<file path="config.mk">
export PLATFORM = sky130hd
export DESIGN_NAME = evt_status_unit
export DESIGN_NICKNAME = d
export VERILOG_FILES = /design/src/rtl/evt_status_pkg.sv /design/src/rtl/evt_flag.sv /design/src/rtl/evt_sat_counter.sv /design/src/rtl/evt_status_unit.sv
export SDC_FILE = /design/constraint.sdc
export NUM_CORES = 1
export LEC_CHECK = 0
export BUFFER_PORTS_ARGS = -buffer_cell sky130_fd_sc_hd__buf_4
export CAP_MARGIN = 20
export CORE_UTILIZATION = 52
export CTS_BUF_LIST = sky130_fd_sc_hd__clkbuf_16
export CTS_CLUSTER_DIAMETER = 30
export DETAILED_ROUTE_END_ITERATION = 6
export PLACE_DENSITY = 0.79
export SLEW_MARGIN = 20
export SYNTH_ARGS = -nofsm -noshare
export SYNTH_HDL_FRONTEND = slang
export SYNTH_SLANG_ARGS = --single-unit
</file>
<file path="constraint.sdc">
create_clock -name clk -period 2.2 [get_ports clk]
set_input_delay 0.44 -clock clk [delete_from_list [all_inputs] [get_ports clk]]
set_output_delay 0.44 -clock clk [all_outputs]
set_load 0.05 [all_outputs]
</file>
<file path="src/rtl/evt_status_pkg.sv">
package evt_status_pkg;
  localparam int NUM_EVT  = 3;
  localparam int IDX_REJ  = 0;
  localparam int IDX_BERR = 1;
  localparam int IDX_WARN = 2;

  typedef enum logic [1:0] {
    FLAG_W1C       = 2'd0,
    FLAG_W1C_RXCLR = 2'd1,
    FLAG_LEVEL     = 2'd2
  } flag_mode_e;

  function automatic flag_mode_e mode_of(input int idx);
    case (idx)
      IDX_REJ:  return FLAG_W1C_RXCLR;
      IDX_BERR: return FLAG_W1C;
      default:  return FLAG_LEVEL;
    endcase
  endfunction
endpackage

</file>
<file path="src/rtl/evt_flag.sv">
module evt_flag
  import evt_status_pkg::*;
#(
  parameter flag_mode_e MODE = FLAG_W1C
) (
  input  logic clk,
  input  logic rst,
  input  logic set_in,
  input  logic wr_clr,
  input  logic rx_clr,
  output logic q
);
  generate
    if (MODE == FLAG_LEVEL) begin : g_level
      always_ff @(posedge clk) begin
        if (rst) q <= 1'b0;
        else     q <= set_in;
      end
    end else begin : g_sticky
      logic clr_any;
      if (MODE == FLAG_W1C_RXCLR) begin : g_rx
        assign clr_any = wr_clr | rx_clr;
      end else begin : g_norx
        assign clr_any = wr_clr;
      end
      always_ff @(posedge clk) begin
        if (rst)          q <= 1'b0;
        else if (set_in)  q <= 1'b1;
        else if (clr_any) q <= 1'b0;
      end

      AST_SET_WINS: assert property (@(posedge clk) disable iff (rst)
        set_in |=> q);
      AST_W1C_CLEARS: assert property (@(posedge clk) disable iff (rst)
        (wr_clr && !set_in) |=> !q);
      AST_HOLD_NO_CLR: assert property (@(posedge clk) disable iff (rst)
        (q && !wr_clr && !rx_clr) |=> q);
    end
  endgenerate
endmodule

</file>
<file path="src/rtl/evt_sat_counter.sv">
module evt_sat_counter #(
  parameter int CNT_W = 12
) (
  input  logic             clk,
  input  logic             rst,
  input  logic             en,
  input  logic             clr,
  input  logic             evt,
  output logic [CNT_W-1:0] count
);
  localparam logic [CNT_W-1:0] CNT_MAX = {CNT_W{1'b1}};

  always_ff @(posedge clk) begin
    if (rst || clr)
      count <= '0;
    else if (en && evt && count != CNT_MAX)
      count <= count + 1'b1;
  end

  AST_NO_WRAP: assert property (@(posedge clk) disable iff (rst)
    (count == CNT_MAX && !clr) |=> count == CNT_MAX);
  AST_FROZEN: assert property (@(posedge clk) disable iff (rst)
    (!en && !clr) |=> $stable(count));
  AST_CLR_ZERO: assert property (@(posedge clk) disable iff (rst)
    clr |=> count == '0);
endmodule

</file>
<file path="src/rtl/evt_status_unit.sv">
module evt_status_unit
  import evt_status_pkg::*;
#(
  parameter int CNT_W = 12
) (
  input  logic                 clk,
  input  logic                 rst,
  input  logic                 filt_rej_pulse,
  input  logic                 buf_err_pulse,
  input  logic                 half_warn_lvl,
  input  logic                 rx_enable_pulse,
  input  logic                 host_wr_en,
  input  logic [NUM_EVT-1:0]   host_wr_mask,
  input  logic                 cnt_enable,
  input  logic                 cnt_clear,
  output logic [NUM_EVT-1:0]   status,
  output logic [CNT_W-1:0]     count_rej,
  output logic [CNT_W-1:0]     count_berr,
  output logic [CNT_W-1:0]     count_warn
);
  logic [NUM_EVT-1:0] set_vec;
  logic [NUM_EVT-1:0] cnt_evt;
  logic [CNT_W-1:0]   cnt_arr [NUM_EVT];

  assign set_vec[IDX_REJ]  = filt_rej_pulse;
  assign set_vec[IDX_BERR] = buf_err_pulse;
  assign set_vec[IDX_WARN] = half_warn_lvl;

  // warning counts rising edges of its level; the others count pulses
  assign cnt_evt[IDX_REJ]  = filt_rej_pulse;
  assign cnt_evt[IDX_BERR] = buf_err_pulse;
  assign cnt_evt[IDX_WARN] = half_warn_lvl & ~status[IDX_WARN];

  generate
    for (genvar i = 0; i < NUM_EVT; i++) begin : g_evt
      evt_flag #(.MODE(mode_of(i))) u_flag (
        .clk    (clk),
        .rst    (rst),
        .set_in (set_vec[i]),
        .wr_clr (host_wr_en & host_wr_mask[i]),
        .rx_clr (rx_enable_pulse),
        .q      (status[i])
      );
      evt_sat_counter #(.CNT_W(CNT_W)) u_cnt (
        .clk   (clk),
        .rst   (rst),
        .en    (cnt_enable),
        .clr   (cnt_clear),
        .evt   (cnt_evt[i]),
        .count (cnt_arr[i])
      );
    end
  endgenerate

  assign count_rej  = cnt_arr[IDX_REJ];
  assign count_berr = cnt_arr[IDX_BERR];
  assign count_warn = cnt_arr[IDX_WARN];

  AST_WARN_FOLLOWS: assert property (@(posedge clk) disable iff (rst)
    1'b1 |=> status[IDX_WARN] == $past(half_warn_lvl));
  AST_RX_CLEARS_REJ: assert property (@(posedge clk) disable iff (rst)
    (rx_enable_pulse && !filt_rej_pulse) |=> !status[IDX_REJ]);
  AST_RX_KEEPS_BERR: assert property (@(posedge clk) disable iff (rst)
    (status[IDX_BERR] && !(host_wr_en && host_wr_mask[IDX_BERR])) |=> status[IDX_BERR]);
  AST_REJ_SETS: assert property (@(posedge clk) disable iff (rst)
    filt_rej_pulse |=> status[IDX_REJ]);
  AST_REJ_COUNT_STEP: assert property (@(posedge clk) disable iff (rst)
    (cnt_enable && !cnt_clear && filt_rej_pulse && count_rej != {CNT_W{1'b1}})
      |=> count_rej == $past(count_rej) + 1'b1);
endmodule

</file>
==> key figures, run 1 <==
Run status
  • Status: finished clean

Worst setup path
  • Setup CP Type: flop to flop
  • Reg2reg path depth: 5
  • CP required: 2.39 ns
  • Crit path buf inv count: 1
  • CP max FO: 7
  • Worst EP arrival: 2.06 ns
  • CP max-delay cell: nor4_2
  • CP cell instances: nand3_1 > nor4_2 > buf_4 > nor3_1 > a211oi_1
  • R2R Path End: g_evt[0].u_cnt.count[5]
  • R2R Path Start: g_evt[0].u_cnt.count[6]
  • Setup crit start kind: flop
  • CP delay by family, top: simple AND/OR/NAND/NOR gates
  • Slowest Stage Delay on Critical Path: 0.57 ns
  • CP Capture Type: flop
  • Reg2Reg Setup Slack: 0.33 ns

Synthesis
  • Synth async-reset ratio: 0%
  • Share of Yosys cell area claimed by the top area cell type: 39.5%
  • Synth cell count leaders: dfxtp_1, nor2_1, nand2_1
  • Count leader, synth: dfxtp_1
  • Synth Cell Area: 0.00198 mm²
  • Post-Syn Area per Cell: 8.60 µm²
  • Yosys reg bits: 39
  • Sequential share of the synthesized area: 39.5%
  • Leading area contributor after synthesis: dfxtp_1
  • Prevailing post-synth register cell: dfxtp_1
  • Ys Warns: 0
  • Syn Inst Count: 230
  • Mapped Nets: 245
  • Post-synth EDFFs: 0
  • Unique masters post-synth: 48
  • Synth top area cells: dfxtp_1, nor2_1, a21oi_1

CTS
  • Root Driver: clkbuf_16
  • Depth of the CTS H-tree: 2
  • TritonCTS Buffers: 5
  • CTS clk-pin slew, worst paths: 0.06 ns
  • Clk Latency, worst-skew pair: 0.28 ns
  • Postcts setup bufs: 0
  • Clk sinks: 39
  • CTS tree: yes
  • CTS resizes: 0
  • CTS Buffer Depth: 2
  • CTS Hold Buffers Added: 0

Pwr
  • PwrDens: 641 mW/mm²
  • Pint: 1270 µW
  • Gate power share: 5.3%
  • Total net switching power: 333 µW
  • Sequential share of power: 44.7%
  • Clock power frac: 50.0%
  • Sw Ratio: 20.8%
  • Worst vdd ir: 0.440 mV
  • Design Power: 1610 µW
  • Leak pwr: 0.00101 µW

Drt
  • Drt pass-1 iters: 4
  • Detailed Route Iter0 Violations: 215
  • Drc violations: 0
  • Wirelength, routed: 4680 µm
  • Routed Antenna Nets: 0
  • Routed vias/inst: 6.01
  • WL per Instance: 14.4 µm
  • DR vias: 1948

Place
  • DP HPWL: 3180 µm
  • Placer Congestion: 0.835
  • Input/output buffers: 49
  • Pre-CTS setup slack: 0.471 ns
  • Cells after DPL: 316

Cells and area
  • Number of fill cells in the layout: 318
  • Non-filler cells, final: 324
  • Layout net count: 290
  • Share of post-route cells with drive strength above 1: 25.0%
  • Reg area: 781 µm²
  • Synthesis-to-finish area growth: 26.7%
  • Area of the multi-input gates: 0.00110 mm²
  • Diode count: 0

Floorplan
  • Starting density of the core: 54.0%
  • Die Area: 0.00405 mm²
  • Num rows: 22
  • # IOs: 51
  • Die width: 63.7 µm
  • CORE AREA: 0.00366 mm²
  • Die height: 63.7 µm

Job
  • Maxcap violations: 0

Global route
  • Largest net degree at the start of global routing: 26
  • GRT Util Overall: 24.7%
  • Total global routing overflow: 0
  • Number of global-route vias before repair: 1733
  • Antenna violations before repair: 0
  • First-pass GRT wire length: 7870 µm

Timing
  • Rel. slew slack: 65.2%
  • Final period util: 85.0%
  • Worst hold margin: 0.346 ns
  • Fmax: 535 MHz
  • Setup TNS: 0 ns
  • Clock Skew: 0.00391 ns
  • Final setup fails: 0
  • Fin. max-slew vios: 0
  • Final worst slack: 0.331 ns
  • Fin crit period: 1.87 ns
  • Worst Tran Pin Value: 0.522 ns
  • Final Hold Fails: 0
  • Unrepaired setup endpoints after global routing: false

Hold path
  • Hold Path Stages: 2
  • Worst hold path class: input pin to flop
  • Hold Startpoint: rst
  • Worst hold endpoint: g_evt[2].u_flag.q
==> worst reg2reg max path: cells and delay by family (launching register included) <==
| family | cells | cell delay (ns) |
|---|---|---|
| AND/OR/NAND/NOR | 3 | 0.88 |
| flip-flops | 1 | 0.42 |
| buffers and inverters | 1 | 0.24 |
| AO/OA/AOI/OAI | 1 | 0.24 |
==> power groups by stage <==
stage	clock network, µW	registers, µW	logic, µW
2_1_floorplan	0	740	50.2
3_3_place_gp	0	733	84.2
3_5_place_dp	0	733	84.9
4_1_cts	811	718	85.1
5_1_grt	845	719	91.8
6_report	803	718	85.0
==> cell type report <==
type                       instances  area share (%)
inverter                           4           0.599
timing repair buffer              51            15.3
multi-input combinational        174            44.0
clock buffer                       5            4.99
sequential                        39            31.2
tap                               48            2.40
clock inverter                     3            1.55
==> through the flow <==
stage | utilization [%] | area [µm²]
global route | 68.5 | 2510
global placement | 64.0 | 2340
CTS | 68.5 | 2510
floorplan | - | 1980
detailed placement | 64.0 | 2340
finish | 68.5 | 2510
==> worst max path at each step <==
stage	depth (start not counted)	slack (ns)	start	endpoint
floorplan	4	0.31	g_evt[0].u_cnt.count[6]	g_evt[0].u_cnt.count[9]
global placement	5	0.50	g_evt[0].u_cnt.count[6]	g_evt[0].u_cnt.count[5]
detailed placement	5	0.47	g_evt[0].u_cnt.count[6]	g_evt[0].u_cnt.count[5]
CTS	5	0.34	g_evt[0].u_cnt.count[6]	g_evt[0].u_cnt.count[5]
global route	5	0.20	g_evt[0].u_cnt.count[6]	g_evt[0].u_cnt.count[5]
finish	5	0.33	g_evt[0].u_cnt.count[6]	g_evt[0].u_cnt.count[5]
==> registers in the layout (all words and copies together) (netlist names) <==
name and cells:
g_evt.u_cnt.count 36, g_evt.u_flag.q 3
==> cell families (layout without fill, tap and decap cells) <==
| group | count (synthesis) | count (layout) | share of synthesized area (%) |
|---|---|---|---|
| and+or+nand+nor | 105 | 105 | 30.5 |
| AOI/OAI and AO/OA | 57 | 57 | 19.0 |
| DFF | 39 | 39 | 39.5 |
| buffers and inverters | 17 | 63 | 4.74 |
| muxes | 7 | 7 | 3.54 |
| adders and majority gates | 3 | 3 | 1.90 |
| xor gates and xnor gates | 2 | 2 | 0.886 |
==> layer usage <==
metal | GRT usage (%) | wire length (µm) | up-vias
met3 | 5.98 | 281 | 4
met1 | 31.8 | 2200 | 914
met5 | 0 | 0 | -
met2 | 40.7 | 2150 | 61
li1 | - | - | 969
met4 | 7.39 | 37 | 0
==> cell usage in the layout, fill, tap and decap left out, types with 3 or more instances in the layout <==
cell type / instances
dfxtp_1: 39
nor3_1: 8
a311oi_1: 3
a211oi_1: 3
o31ai_1: 3
or4_1: 3
and2_1: 3
buf_4: 51
clkbuf_16: 5
nand4_1: 12
and3_1: 4
nor4_1: 4
o21ai_0: 12
inv_1: 4
mux2i_1: 7
nand2_1: 16
ha_1: 3
o41ai_1: 3
a31oi_1: 9
and4_1: 4
a21oi_1: 15
nand3_1: 11
nor2_1: 23
No activity file was read; power rests on OpenSTA's default activity.
==> run 2: changes to the inputs <==
--- a/config.mk
+++ b/config.mk
@@ -7,11 +7,11 @@
 export LEC_CHECK = 0
 export BUFFER_PORTS_ARGS = -buffer_cell sky130_fd_sc_hd__buf_4
 export CAP_MARGIN = 20
-export CORE_UTILIZATION = 52
+export CORE_UTILIZATION = 47
 export CTS_BUF_LIST = sky130_fd_sc_hd__clkbuf_16
 export CTS_CLUSTER_DIAMETER = 30
 export DETAILED_ROUTE_END_ITERATION = 6
-export PLACE_DENSITY = 0.79
+export PLACE_DENSITY = 0.75
 export SLEW_MARGIN = 20
 export SYNTH_ARGS = -nofsm -noshare
 export SYNTH_HDL_FRONTEND = slang
==> constraint.sdc (replaced) <==
create_clock -name clk -period 1.6 [get_ports clk]
set_input_delay 0.32 -clock clk [delete_from_list [all_inputs] [get_ports clk]]
set_output_delay 0.32 -clock clk [all_outputs]
set_load 0.05 [all_outputs]
==> key figures, run 2 (synthesized netlist as in run 1, its figures left out) <==
Place
  • DP HPWL: 3300 µm
  • Cells after DPL: 327
  • Input/output buffers: 49
  • Pre-CTS setup slack: 0.0248 ns
  • Placer Congestion: 0.818

CTS
  • CTS Hold Buffers Added: 0
  • Clk sinks: 39
  • CTS tree: yes
  • Root Driver: clkbuf_16
  • CTS Buffer Depth: 2
  • Depth of the CTS H-tree: 2
  • TritonCTS Buffers: 5
  • CTS clk-pin slew, worst paths: 0.06 ns
  • Clk Latency, worst-skew pair: 0.28 ns

Timing
  • Final worst slack: 0.0609 ns
  • Unrepaired setup endpoints after global routing: false
  • Final setup fails: 0
  • Clock Skew: 0.00668 ns
  • Final Hold Fails: 0
  • Fin. max-slew vios: 0
  • Rel. slew slack: 71.7%
  • Final period util: 96.2%
  • Fin crit period: 1.54 ns
  • Fmax: 650 MHz
  • Worst hold margin: 0.233 ns
  • Worst Tran Pin Value: 0.420 ns

Hold path
  • Worst hold endpoint: g_evt[1].u_flag.q
  • Worst hold path class: input pin to flop
  • Hold Path Stages: 2
  • Hold Startpoint: rst

Cells and area
  • Layout net count: 299
  • Post-layout util: 65.0%
  • Synthesis-to-finish area growth: 32.4%
  • Non-filler cells, final: 334
  • Largest Register: g_evt.u_cnt.count
  • Commonest cells after routing, fill and taps aside: buf_4, dfxtp_2, nor2_1, nand2_1, a21oi_1
  • Largest register FFs: 36
  • Most common cell after layout, fill and taps aside: buf_4
  • Diode count: 0
  • Largest registers: g_evt.u_cnt.count (36), g_evt.u_flag.q (3)
  • Share of post-route cells with drive strength above 1: 40.8%

Floorplan
  • Num rows: 23
  • Die width: 66.9 µm
  • Starting density of the core: 49.1%
  • Die height: 66.9 µm
  • Die Area: 0.00447 mm²
  • # IOs: 51
  • CORE AREA: 0.00403 mm²

Worst setup path
  • Setup CP Type: flop to flop
  • CP Capture Type: flop
  • R2R Path End: g_evt[0].u_cnt.count[4]
  • Reg2reg path depth: 6
  • Reg2Reg Setup Slack: 0.06 ns
  • Slowest Stage Delay on Critical Path: 0.51 ns
  • CP max-delay cell: or4_1
  • Setup crit start kind: flop
  • CP max FO: 6
  • CP required: 1.81 ns
  • Worst EP arrival: 1.75 ns
  • R2R Path Start: g_evt[0].u_cnt.count[0]
  • CP cell instances: ha_2 > nand2_2 > nor4_2 > buf_4 > or4_1 > a21oi_2

Global route
  • Largest net degree at the start of global routing: 17
  • Total global routing overflow: 0
  • Antenna violations before repair: 0
  • Number of global-route vias before repair: 1713
  • GRT Util Overall: 22.7%
  • First-pass GRT wire length: 7590 µm

Drt
  • DR vias: 1971
  • WL per Instance: 13.8 µm
  • Drt pass-1 iters: 4
  • Detailed Route Iter0 Violations: 71
  • Drc violations: 0
  • Wirelength, routed: 4620 µm
  • Routed vias/inst: 5.90
  • Routed Antenna Nets: 0

Pwr
  • Design Power: 2030 µW
  • Worst vdd ir: 0.552 mV
  • Leak pwr: 0.00106 µW
  • PwrDens: 774 mW/mm²

Run status
  • Status: finished clean

Job
  • Maxcap violations: 0
-- run 2: cell count changes in the layout (fill, tap and decap cells not counted), sizes merged --
cell | before | now
buf | 51 | 60
bufinv | 1 | 0
-- run 2: worst max-delay path: cells and delay by family (launching register included) --
| family | cells | cell delay, ns |
|---|---|---|
| adder cells (fa/ha/maj) | 1 | 0.20 |
| AND/OR/NAND/NOR | 3 | 0.65 |
| AO/OA/AOI/OAI | 1 | 0.14 |
| buffers and inverters | 1 | 0.15 |
| flip-flops | 1 | 0.34 |
-- run 2: worst max path at each step --
| stage | start | endpoint | slack (ns) | depth (start not counted) |
|---|---|---|---|---|
| floorplan | g_evt[0].u_cnt.count[7] | g_evt[0].u_cnt.count[9] | -0.03 | 4 |
| global placement | g_evt[0].u_cnt.count[0] | g_evt[0].u_cnt.count[7] | 0.07 | 6 |
| detailed placement | g_evt[0].u_cnt.count[0] | g_evt[0].u_cnt.count[7] | 0.02 | 6 |
| CTS | g_evt[0].u_cnt.count[0] | g_evt[0].u_cnt.count[4] | 0.004 | 6 |
| global route | g_evt[0].u_cnt.count[0] | g_evt[0].u_cnt.count[10] | 0.0004 | 5 |
| finish | g_evt[0].u_cnt.count[0] | g_evt[0].u_cnt.count[4] | 0.06 | 6 |
-- run 2: where the power goes --
part,leakage [µW],switching (µW),internal (µW)
logic,0.000658,75.9,48.9
clock network,0.0000671,362,559
registers,0.000332,6.12,975
-- run 2: metrics by stage --
step,TNS [ns],instance area (µm²)
detailed placement,0,2460
global placement,0,2460
finish,0,2620
CTS,0,2600
global route,0,2620
floorplan,-0.0311,2030
-- run 2: timing repair --
item                                    in CTS  in global routing
resized for setup                            0                  7
buffers inserted                             0                  0
endpoints found under the setup margin       0                 10
-- run 2: metal layers --
layer	global-route usage, %	share of wire, %	vias up
li1	-	-	983
met1	28.2	46	925
met2	36.7	47	55
met3	6.85	5.4	8
met4	8.51	1.5	0
met5	0	0	-
-- run 2: cell type report --
class,instances,area [µm²]
fillers,377,1410
multi-input cells,174,1130
flip-flops and latches,39,828
repair buffers,60,450
clock buffers,5,125
well taps,50,62.6
inverters,4,15.0
clock inverters,2,8.76
==> run 3: changes to the inputs <==
==> constraint.sdc (replaced) <==
create_clock -name clk -period 1.6 [get_ports clk]
set_input_delay 0.08 -clock clk [delete_from_list [all_inputs] [get_ports clk]]
set_output_delay 0.08 -clock clk [all_outputs]
set_load 0.05 [all_outputs]
==> key figures, run 3 (synthesized netlist as in run 1, its figures left out) <==
Cells and area
  • Synthesis-to-finish area growth: 31.8%
  • Diode count: 0
  • Largest register FFs: 36
  • Share of post-route cells with drive strength above 1: 38.7%
  • Largest Register: g_evt.u_cnt.count
  • Layout net count: 298
  • Largest registers: g_evt.u_cnt.count (36), g_evt.u_flag.q (3)
  • Post-layout util: 64.7%
  • Most common cell after layout, fill and taps aside: buf_4
  • Post-route design area: 0.00261 mm²
  • Commonest cells after routing, fill and taps aside: buf_4, dfxtp_2, nor2_1, nand2_1, a21oi_1

Hold path
  • Worst hold path class: input pin to flop
  • Hold Path Stages: 3

Timing
  • Fmax: 650 MHz
  • Fin. max-slew vios: 0
  • Unrepaired setup endpoints after global routing: false
  • Worst Tran Pin Value: 0.395 ns
  • Setup TNS: 0 ns
  • Final Hold Fails: 0
  • Rel. slew slack: 73.4%
  • Final period util: 96.2%
  • Clock Skew: 0.00393 ns
  • Fin crit period: 1.54 ns
  • Final setup fails: 0

Drt
  • Detailed Route Iter0 Violations: 172
  • Drc violations: 0
  • WL per Instance: 14.1 µm
  • Routed Antenna Nets: 0
  • Drt pass-1 iters: 4
  • Wirelength, routed: 4730 µm
  • Routed vias/inst: 6.07
  • DR vias: 2026

Worst setup path
  • Reg2reg path depth: 6
  • Crit path buf inv count: 1
  • CP Capture Type: flop
  • Slowest Stage Delay on Critical Path: 0.50 ns
  • CP max FO: 5
  • Worst EP arrival: 1.75 ns
  • CP max-delay cell: or4_1
  • CP delay by family, top: simple AND/OR/NAND/NOR gates
  • CP cell instances: ha_2 > nand2_2 > nor4_2 > buf_4 > or4_1 > a21oi_1
  • Setup crit start kind: flop
  • Number of cells on the critical path: 6
  • CP required: 1.81 ns
  • Setup CP Type: flop to flop
  • Reg2Reg Setup Slack: 0.06 ns

Place
  • Placer Congestion: 0.797
  • DP Area: 0.00245 mm²
  • DP HPWL: 3390 µm
  • Input/output buffers: 49

CTS
  • CTS Buffer Depth: 2
  • Depth of the CTS H-tree: 2
  • Root Driver: clkbuf_16
  • Clk sinks: 39
  • CTS tree: yes
  • CTS clk-pin slew, worst paths: 0.05 ns
  • Clk Latency, worst-skew pair: 0.28 ns
  • TritonCTS Buffers: 5

Pwr
  • PwrDens: 780 mW/mm²
  • Pint: 1580 µW
  • Design Power: 2030 µW
  • Sequential share of power: 48.3%
  • Leak pwr: 0.00106 µW
  • Gate power share: 6.1%
  • Worst vdd ir: 0.583 mV
  • Clock power frac: 45.6%
  • Total net switching power: 449 µW
  • Sw Ratio: 22.1%

Global route
  • First-pass GRT wire length: 7830 µm
  • Number of global-route vias before repair: 1830
  • Largest net degree at the start of global routing: 17
  • Total global routing overflow: 0
  • Antenna violations before repair: 0
  • GRT Util Overall: 23.0%

Floorplan
  • Die height: 66.9 µm
  • CORE AREA: 0.00403 mm²
  • Num rows: 23
  • Die width: 66.9 µm
  • # IOs: 51
  • Starting density of the core: 49.1%
  • Die Area: 0.00447 mm²

Run status
  • Status: finished clean

Job
  • Maxcap violations: 0
-- run 3: per-stage QoR --
stage / hold WS (ns) / setup slack, ns / instances
4_1_cts: 0.0296 / 0.0290 / 334
5_1_grt: 0.0622 / 0.000988 / 334
2_1_floorplan: 0.152 / -0.0311 / 230
3_5_place_dp: 0.288 / 0.0489 / 325
6_report: 0.0318 / 0.0612 / 334
3_3_place_gp: 0.283 / 0.0716 / 325
-- run 3: power groups by stage --
stage / logic, µW / clock network (µW) / registers (µW)
6_report: 124 / 927 / 981
5_1_grt: 133 / 982 / 982
4_1_cts: 125 / 944 / 981
3_5_place_dp: 123 / 0 / 1000
3_3_place_gp: 121 / 0 / 1000
2_1_floorplan: 69.0 / 0 / 1010
-- run 3: repair_timing --
action                     CTS  global route
setup endpoints to repair    0             5
hold buffers                 1             0
hold endpoints to repair     3             0
setup buffers                0             0
gates resized for setup      0             3
-- run 3: final cells by class --
cell class              count  area [µm²]
clock buffers               5         125
inverters                   4        15.0
flip-flops and latches     39         828
repair buffers             59         445
well taps                  50        62.6
multi-input cells         174        1120
fillers                   342        1420
clock inverters             3        11.3
-- run 3: worst reg2reg max path: stages (launching register included) --
cell and delay, ns:
dfxtp_4 0.34, ha_2 0.20, nand2_2 0.09, nor4_2 0.05
buf_4 0.15, or4_1 0.50, a21oi_1 0.14
-- run 3: routing by layer --
| layer | vias to the layer above | wire, µm | GRT usage, % | share of wire (%) |
|---|---|---|---|---|
| li1 | 986 | - | - | - |
| met4 | 0 | 64 | 7.45 | 1.4 |
| met5 | - | 0 | 0 | 0 |
| met3 | 8 | 301 | 6.51 | 6.4 |
| met1 | 956 | 2070 | 27.2 | 44 |
| met2 | 76 | 2290 | 39.8 | 48 |
-- run 3: worst paths after layout --
check	startpoint	end
max	g_evt[0].u_cnt.count[0]	g_evt[0].u_cnt.count[7]
min	filt_rej_pulse	g_evt[0].u_flag.q
max reg2reg	g_evt[0].u_cnt.count[0]	g_evt[0].u_cnt.count[7]
min reg2reg	g_evt[0].u_cnt.count[11]	g_evt[0].u_cnt.count[11]
